## src/rtl/chan_agg_pkg.sv

```systemverilog
package chan_agg_pkg;
  localparam int MAX_K_DEF = 6;

  // limit a requested log2 factor to the supported maximum
  function automatic logic [2:0] clamp_k(input logic [2:0] code, input int max_k);
    return (int'(code) > max_k) ? 3'(max_k) : code;
  endfunction
endpackage

```

## src/rtl/agg_factor_ctl.sv

```systemverilog
module agg_factor_ctl #(
  parameter int BIN_W = 10,
  parameter int MAX_K = 6
) (
  input  logic             clk_i,
  input  logic             rst_ni,
  input  logic             valid_i,
  input  logic [BIN_W-1:0] bin_i,
  input  logic [2:0]       code_i,
  output logic [2:0]       act_k_o,
  output logic [2:0]       eff_k_o,
  output logic             first_o,
  output logic             last_o
);
  import chan_agg_pkg::*;

  logic [2:0]       act_k;
  logic [2:0]       eff_k;
  logic             bin_zero;
  logic [BIN_W-1:0] mask;
  logic [BIN_W-1:0] low;

  assign bin_zero = (bin_i == '0);
  assign eff_k    = bin_zero ? clamp_k(code_i, MAX_K) : act_k;
  assign mask     = ~({BIN_W{1'b1}} << eff_k);
  assign low      = bin_i & mask;
  assign first_o  = (low == '0);
  assign last_o   = (low == mask);
  assign eff_k_o  = eff_k;
  assign act_k_o  = act_k;

  always_ff @(posedge clk_i or negedge rst_ni) begin
    if (!rst_ni) act_k <= '0;
    else if (valid_i && bin_zero) act_k <= eff_k;
  end
endmodule

```

## src/rtl/agg_lane.sv

```systemverilog
module agg_lane #(
  parameter int IN_W  = 24,
  parameter int OUT_W = 30
) (
  input  logic                    clk_i,
  input  logic                    rst_ni,
  input  logic                    valid_i,
  input  logic                    first_i,
  input  logic                    last_i,
  input  logic signed [IN_W-1:0]  d_i,
  output logic signed [OUT_W-1:0] q_o
);
  logic signed [OUT_W-1:0] acc;
  logic signed [OUT_W-1:0] d_ext;
  logic signed [OUT_W-1:0] sum_nxt;

  assign d_ext   = OUT_W'(d_i);
  // first bin of a group reloads, dropping any stale partial sum
  assign sum_nxt = first_i ? d_ext : (acc + d_ext);

  always_ff @(posedge clk_i or negedge rst_ni) begin
    if (!rst_ni) begin
      acc <= '0;
      q_o <= '0;
    end else if (valid_i) begin
      acc <= sum_nxt;
      if (last_i) q_o <= sum_nxt;
    end
  end
endmodule

```

## src/rtl/agg_out_ctl.sv

```systemverilog
module agg_out_ctl #(
  parameter int BIN_W = 10
) (
  input  logic             clk_i,
  input  logic             rst_ni,
  input  logic             valid_i,
  input  logic             last_i,
  input  logic [BIN_W-1:0] bin_i,
  input  logic [2:0]       eff_k_i,
  output logic             valid_o,
  output logic [BIN_W-1:0] bin_o
);
  always_ff @(posedge clk_i or negedge rst_ni) begin
    if (!rst_ni) begin
      valid_o <= 1'b0;
      bin_o   <= '0;
    end else begin
      valid_o <= valid_i && last_i;
      if (valid_i && last_i) bin_o <= bin_i >> eff_k_i;
    end
  end
endmodule

```

## src/rtl/chan_agg.sv

```systemverilog
module chan_agg #(
  parameter int IN_W     = 24,
  parameter int NUM_BINS = 1024,
  parameter int MAX_K    = chan_agg_pkg::MAX_K_DEF,
  parameter int BIN_W    = $clog2(NUM_BINS),
  parameter int OUT_W    = IN_W + MAX_K
) (
  input  logic                    clk_i,
  input  logic                    rst_ni,
  input  logic [2:0]              factor_i,
  input  logic                    in_valid_i,
  input  logic [BIN_W-1:0]        in_bin_i,
  input  logic signed [IN_W-1:0]  in_re_i,
  input  logic signed [IN_W-1:0]  in_im_i,
  output logic                    out_valid_o,
  output logic [BIN_W-1:0]        out_bin_o,
  output logic signed [OUT_W-1:0] out_re_o,
  output logic signed [OUT_W-1:0] out_im_o
);
  localparam int LANES = 2;

  logic [2:0] act_k;
  logic [2:0] eff_k;
  logic       grp_first;
  logic       grp_last;

  logic signed [IN_W-1:0]  lane_d [LANES];
  logic signed [OUT_W-1:0] lane_q [LANES];

  assign lane_d[0] = in_re_i;
  assign lane_d[1] = in_im_i;
  assign out_re_o  = lane_q[0];
  assign out_im_o  = lane_q[1];

  agg_factor_ctl #(.BIN_W(BIN_W), .MAX_K(MAX_K)) u_ctl (
    .clk_i   (clk_i),
    .rst_ni  (rst_ni),
    .valid_i (in_valid_i),
    .bin_i   (in_bin_i),
    .code_i  (factor_i),
    .act_k_o (act_k),
    .eff_k_o (eff_k),
    .first_o (grp_first),
    .last_o  (grp_last)
  );

  for (genvar g = 0; g < LANES; g++) begin : g_lane
    agg_lane #(.IN_W(IN_W), .OUT_W(OUT_W)) u_lane (
      .clk_i   (clk_i),
      .rst_ni  (rst_ni),
      .valid_i (in_valid_i),
      .first_i (grp_first),
      .last_i  (grp_last),
      .d_i     (lane_d[g]),
      .q_o     (lane_q[g])
    );
  end

  agg_out_ctl #(.BIN_W(BIN_W)) u_out (
    .clk_i   (clk_i),
    .rst_ni  (rst_ni),
    .valid_i (in_valid_i),
    .last_i  (grp_last),
    .bin_i   (in_bin_i),
    .eff_k_i (eff_k),
    .valid_o (out_valid_o),
    .bin_o   (out_bin_o)
  );
endmodule

```

## config.mk

```make
export PLATFORM = sky130hd
export DESIGN_NAME = chan_agg
export DESIGN_NICKNAME = d
export VERILOG_FILES = /design/src/rtl/chan_agg_pkg.sv /design/src/rtl/agg_factor_ctl.sv /design/src/rtl/agg_lane.sv /design/src/rtl/agg_out_ctl.sv /design/src/rtl/chan_agg.sv
export SDC_FILE = /design/constraint.sdc
export NUM_CORES = 1
export LEC_CHECK = 0
export ABC_CLOCK_PERIOD_IN_PS = 3800
export BUFFER_PORTS_ARGS = -buffer_cell sky130_fd_sc_hd__buf_2
export CAP_MARGIN = 25
export CORE_MARGIN = 1
export CORE_UTILIZATION = 30
export CTS_CLUSTER_SIZE = 30
export DETAILED_ROUTE_END_ITERATION = 16
export REMOVE_ABC_BUFFERS = 1
export SYNTH_ARGS = -nofsm -noshare
export SYNTH_HDL_FRONTEND = slang
export SYNTH_SLANG_ARGS = --single-unit
```

## constraint.sdc

```tcl
create_clock -name clk_i -period 3.8 [get_ports clk_i]
set_clock_uncertainty 0.2 [all_clocks]
set_input_delay 1.14 -clock clk_i [delete_from_list [all_inputs] [get_ports clk_i]]
set_output_delay 1.14 -clock clk_i [all_outputs]
set_load 0.005 [all_outputs]
```

## Word level (Yosys, flattened, before mapping)

Index checks and enable logic that the tools add are counted.
W data, S select, Z words.

| word-level totals | value |
|---|---|
| flip-flop bits (word level) | 134 |
| input bits | 64 |
| output and inout bits | 71 |
| word-level logic and storage cells | 24 |

| operators by class | value |
|---|---|
| add/sub/neg operators | 2 |
| $lt $le $gt $ge | 1 |
| eq/ne operators | 1 |
| shifts and indexed selects | 2 |
| multiplexer cells | 4 |
| bitwise logic cells | 2 |
| reductions and logical operators | 5 |

Operators by type and width:

| kind | count |
|---|---|
| $add A30 B24 Y30 | 2 |
| $mux W30 | 2 |
| $logic_not A10 Y1 | 2 |
| $and A10 B10 Y10 | 1 |
| $eq A10 B10 Y1 | 1 |
| $not A10 Y10 | 1 |
| $shl A10 B3 Y10 const A | 1 |
| $shr A10 B3 Y10 | 1 |
| $mux W3 | 2 |
| $gt A3 B3 Y1 const B | 1 |
| $logic_and A1 B1 Y1 | 2 |
| $reduce_and A2 Y1 | 1 |

## Depth between registers and ports, before layout

| depth | value |
|---|---|
| word-level depth | 8 |
| depth in mapped cells | 12 |
| mapped depth without buffers | 11 |

## By module

From an unflattened synthesis, not the netlist that was laid out.

| second synthesis, totals | value |
|---|---|
| cell total of the unflattened synthesis | 1053 |
| area total of the unflattened synthesis | 9306.4 µm² |

Modules (own cells, without submodules):

| module | times used | cells each | area an instance (µm²) | sequential area each (µm²) |
|---|---|---|---|---|
| agg_lane at g_lane[0].u_lane | 1 | 474 | 4165.2 | 1501.4 |
| agg_lane at g_lane[1].u_lane | 1 | 476 | 4061.4 | 1501.4 |
| agg_out_ctl | 1 | 65 | 730.7 | 275.3 |
| agg_factor_ctl | 1 | 38 | 349.1 | 75.1 |

## Worst setup path after synthesis

No wires, ideal clock.

| timing | value |
|---|---|
| path kind | input-to-reg |
| start point | input port in_re_i[0] |
| end point | register g_lane[0].u_lane.acc[28] |
| library setup time | 137 ps |
| arrival | 3477 ps |
| required time | 3463 ps |
| slack | -14 ps |
| stages on the path | 11 |
| path buffers | 0 |
| cells stage by stage | ha_1 > fa_1 > a21o_1 > a21oi_1 > o21ai_0 > a31oi_1 > o31ai_1 > a221oi_1 > xnor2_1 > a21oi_1 > a21oi_1 |

| on the way | value |
|---|---|
| cells in the longest elaborated chain, start to end | 2 |

Ends and longest elaborated chain:

| item | RTL line | text |
|---|---|---|
| start, declared | chan_agg.sv:13 | `input logic signed [IN_W-1:0] in_re_i,` |
| $add A30 B24 Y30 | agg_lane.sv:19 | `assign sum_nxt = first_i ? d_ext : (acc + d_ext);` |
| $mux W30 | agg_lane.sv:19 |  |
| end signal, assigned | agg_lane.sv:26 | `acc <= sum_nxt;` |
| end, declared | agg_lane.sv:13 | `logic signed [OUT_W-1:0] acc;` |

Every way passes these cells.
A chain may end at the register's enable or synchronous reset.

## Worst setup path in the final report

| timing | value |
|---|---|
| start point | input port in_im_i[0] |
| end point | register g_lane[1].u_lane.acc[22] |

| on the way | value |
|---|---|
| cells in the longest elaborated chain, start to end | 2 |

Ends and longest elaborated chain:

| item | RTL line | text |
|---|---|---|
| start, declared | chan_agg.sv:14 | `input logic signed [IN_W-1:0] in_im_i,` |
| $add A30 B24 Y30 | agg_lane.sv:19 |  |
| $mux W30 | agg_lane.sv:19 |  |
| end signal, assigned | agg_lane.sv:26 |  |
| end, declared | agg_lane.sv:13 |  |

Every way passes these cells.

==> out/qor.txt <==
Status: finished clean
Crit Path Class: primary input to register
Starting DRT DRC Count: 429
RSZ-0062 raised after global routing: false
# hold bufs at CTS: 0
R2r endpoint: g_lane[1].u_lane.acc[23]
FF+latch count, synth: 134
Clock Path Buffers: 2
Die Span Y: 175.7 um
Fin crit period: 3.596 ns
FF+latch area: 3353 um2
Multi-input logic area: 5351 um2
Grt ovf: 0
GR peak layer: met2
Post-CTS Setup Bufs: 0
Gate power share: 0.291
FF-to-FF Start: g_lane[1].u_lane.acc[1]
Clock Latency Late Sink: 0.42 ns
Fin crit share: 0.9464
Relative slew slack: 0.5227
Most common cell in the synthesized netlist: a21oi_1
Fmax: 0.2781 GHz
Global Route met3 Usage: 0.02771
Util after Layout: 0.3936
Largest net degree at the start of global routing: 117
Finish-stage setup viols: 0
RD Place Congestion: 0.8780
Worst Hold Class: register to register
Met2 usage: 0.2816
Pwr Density: 419.7 nW/um2
Final hold vios: 0
Top cell type by total area after synthesis: dfrtp_1
CP Launch Point: in_im_i[0]
Peak supply drop: 0.2264 mV
CTS tree: yes
Initial Util: 0.3053
Clk pwr share: 0.375
Required @ worst endpoint: 3.88 ns
Gr usage total: 0.1675
Worst slack at placement: -0.3095 ns
Grt met1 use: 0.2157
Crit path to: g_lane[1].u_lane.acc[22]
Clk slew on worst S/H paths: 0.07 ns
Maxcap violations: 0
WL per Instance: 15.08 um
PortBufs: 134
DR vias/cell: 5.056
CTS buffer count: 17
Switching Power: 1.552 mW
Final nets: 1,405
Sequential area share after synthesis: 0.3705
Post-synth EDFFs: 0
I/O pin total: 135
Htree depth: 4
Synth area leaders: dfrtp_1 (37%), a21oi_1 (9.8%), ha_1 (8.0%)
Setup WS post-layout: 0.2036 ns
Antenna violations before repair: 0
Layout cells sized above 1: 0.2527
Fill cell count: 3,111
Cells after synthesis: 1,056
R2R Setup Slk: 0.66 ns
Die W: 175.7 um
Yosys warns: 0
Crit end category: register
Placeable Area: 29,640 um2
Syn Std Cell Area: 9050 um2
Antenna fix cells: 0
Synth top area share: 0.3705
FFs w/ async S/R, synth: 1.000
Switching Share: 0.3171
Post-CTS sizing: 0
CTS Root Cell: clkbuf_16
Vias in the first global route: 8,251
Crit path launch type: primary input
Synth Flop Type: dfrtp_1
HPWL Detailed: 19.03 mm
Clock Sinks: 134
Final WL: 25.39 mm
Residual DRC: 0
Router iterations before antenna repair: 5
Antenna viol nets, final: 0
Crit path DAT: 3.68 ns
DR vias: 8,515
Die ar.: 30,870 um2
Worst-path maximum fanout: 4
Site Rows: 63
Netlist cell types: 76
Slew @ Worst Pin: 0.7066 ns
Mean Syn Cell Area: 8.570 um2
Internal Power: 3.343 mW
Synth-to-Final Area Change: 28.89%
R2R depth: 11
Max Slew Vio Count: 0
Flop pwr share: 0.334
Top cells by count, synth: a21oi_1 (178), nor2_1 (150), dfrtp_1 (134), nand2_1 (72), ha_1 (58)
Leak Pwr: 5.294 nW
Global-route wire length before repair: 41.74 mm
## worst min-delay path by stage
stage                     cells after the start  slack, ns                     start                       end
final                                         2       0.27   g_lane[0].u_lane.q_o[8]   g_lane[0].u_lane.q_o[8]
after global routing                          2       0.30   g_lane[0].u_lane.q_o[8]   g_lane[0].u_lane.q_o[8]
after CTS                                     2       0.28   g_lane[0].u_lane.q_o[8]   g_lane[0].u_lane.q_o[8]
after detailed placement                      2       0.27   g_lane[0].u_lane.q_o[8]   g_lane[0].u_lane.q_o[8]
after global placement                        2       0.26   g_lane[0].u_lane.q_o[8]   g_lane[0].u_lane.q_o[8]
after floorplan                               2       0.27  g_lane[1].u_lane.acc[25]  g_lane[1].u_lane.acc[25]
## power groups by stage
stage	registers, mW	clock network (mW)	logic [mW]
finish	1.64	1.83	1.43
global route	1.66	1.94	1.59
CTS	1.64	1.88	1.43
detailed placement	1.66	0	1.42
global placement	1.66	0	1.40
floorplan	1.66	0	0.839
## sequential cells by signal (all words and copies together), names as in the netlist
register / count
u_out.valid_o: 1
u_out.bin_o: 10
u_ctl.act_k_o: 3
g_lane.u_lane.q_o: 60
g_lane.u_lane.acc: 60
## placed cells by master (no fill, tap or decap), types with 33 or more instances in the layout
master,n
nor2_1,150
dfrtp_1,134
mux2i_1,33
nand2_1,72
buf_4,117
xnor2_1,34
o21ai_0,53
a21oi_1,178
buf_2,132
ha_1,58
## per-layer routing
metal  vias to the layer above  wire, um
li1                       4277         -
met1                      4029     11980
met2                       178     11910
met3                        31       982
met4                         0       520
met5                         -         0
## worst max-delay path: stages
cell and delay [ns]:
buf_2 0.09, ha_1 0.18, fa_1 0.20, a21o_1 0.11, a21oi_1 0.08, o21bai_1 0.21, a21oi_1 0.10, buf_4 0.16
o41ai_1 0.64, buf_4 0.23, a21boi_0 0.10, xnor2_1 0.14, mux2i_1 0.20, a21oi_1 0.10
## through the flow
stage	power, mW	instances	cell area [um2]	hold WS [ns]	TNS (ns)
2_1_floorplan	2.497	1004	8808	0.2708	-95.57
3_3_place_gp	3.057	1652	11020	0.2607	-16.19
3_5_place_dp	3.078	1652	11020	0.2651	-17.26
4_1_cts	4.949	1684	11650	0.2787	0
5_1_grt	5.183	1684	11660	0.3008	0
6_report	4.895	1684	11660	0.2737	0
## cell type report
class                           instances  share of cell area
Tap cell                              390             0.04183
Clock inverter                         14             0.01684
Clock buffer                           18             0.03765
Inverter                               33             0.01083
Timing Repair Buffer                  258              0.1466
Multi-Input combinational cell        837              0.4588
Sequential cell                       134              0.2875
## cells by family (layout without fill, tap and decap cells)
group | after synthesis | count (layout) | synth area share
multiplexers | 53 | 53 | 0.06166
AND/OR/NAND/NOR | 306 | 306 | 0.1500
flip-flops | 134 | 134 | 0.3705
AO/OA/AOI/OAI | 372 | 372 | 0.2483
buffers and inverters | 85 | 323 | 0.04037
adder cells (fa/ha/maj) | 60 | 60 | 0.08461
XOR/XNOR | 46 | 46 | 0.04452
(Power assumes the default switching activity.)
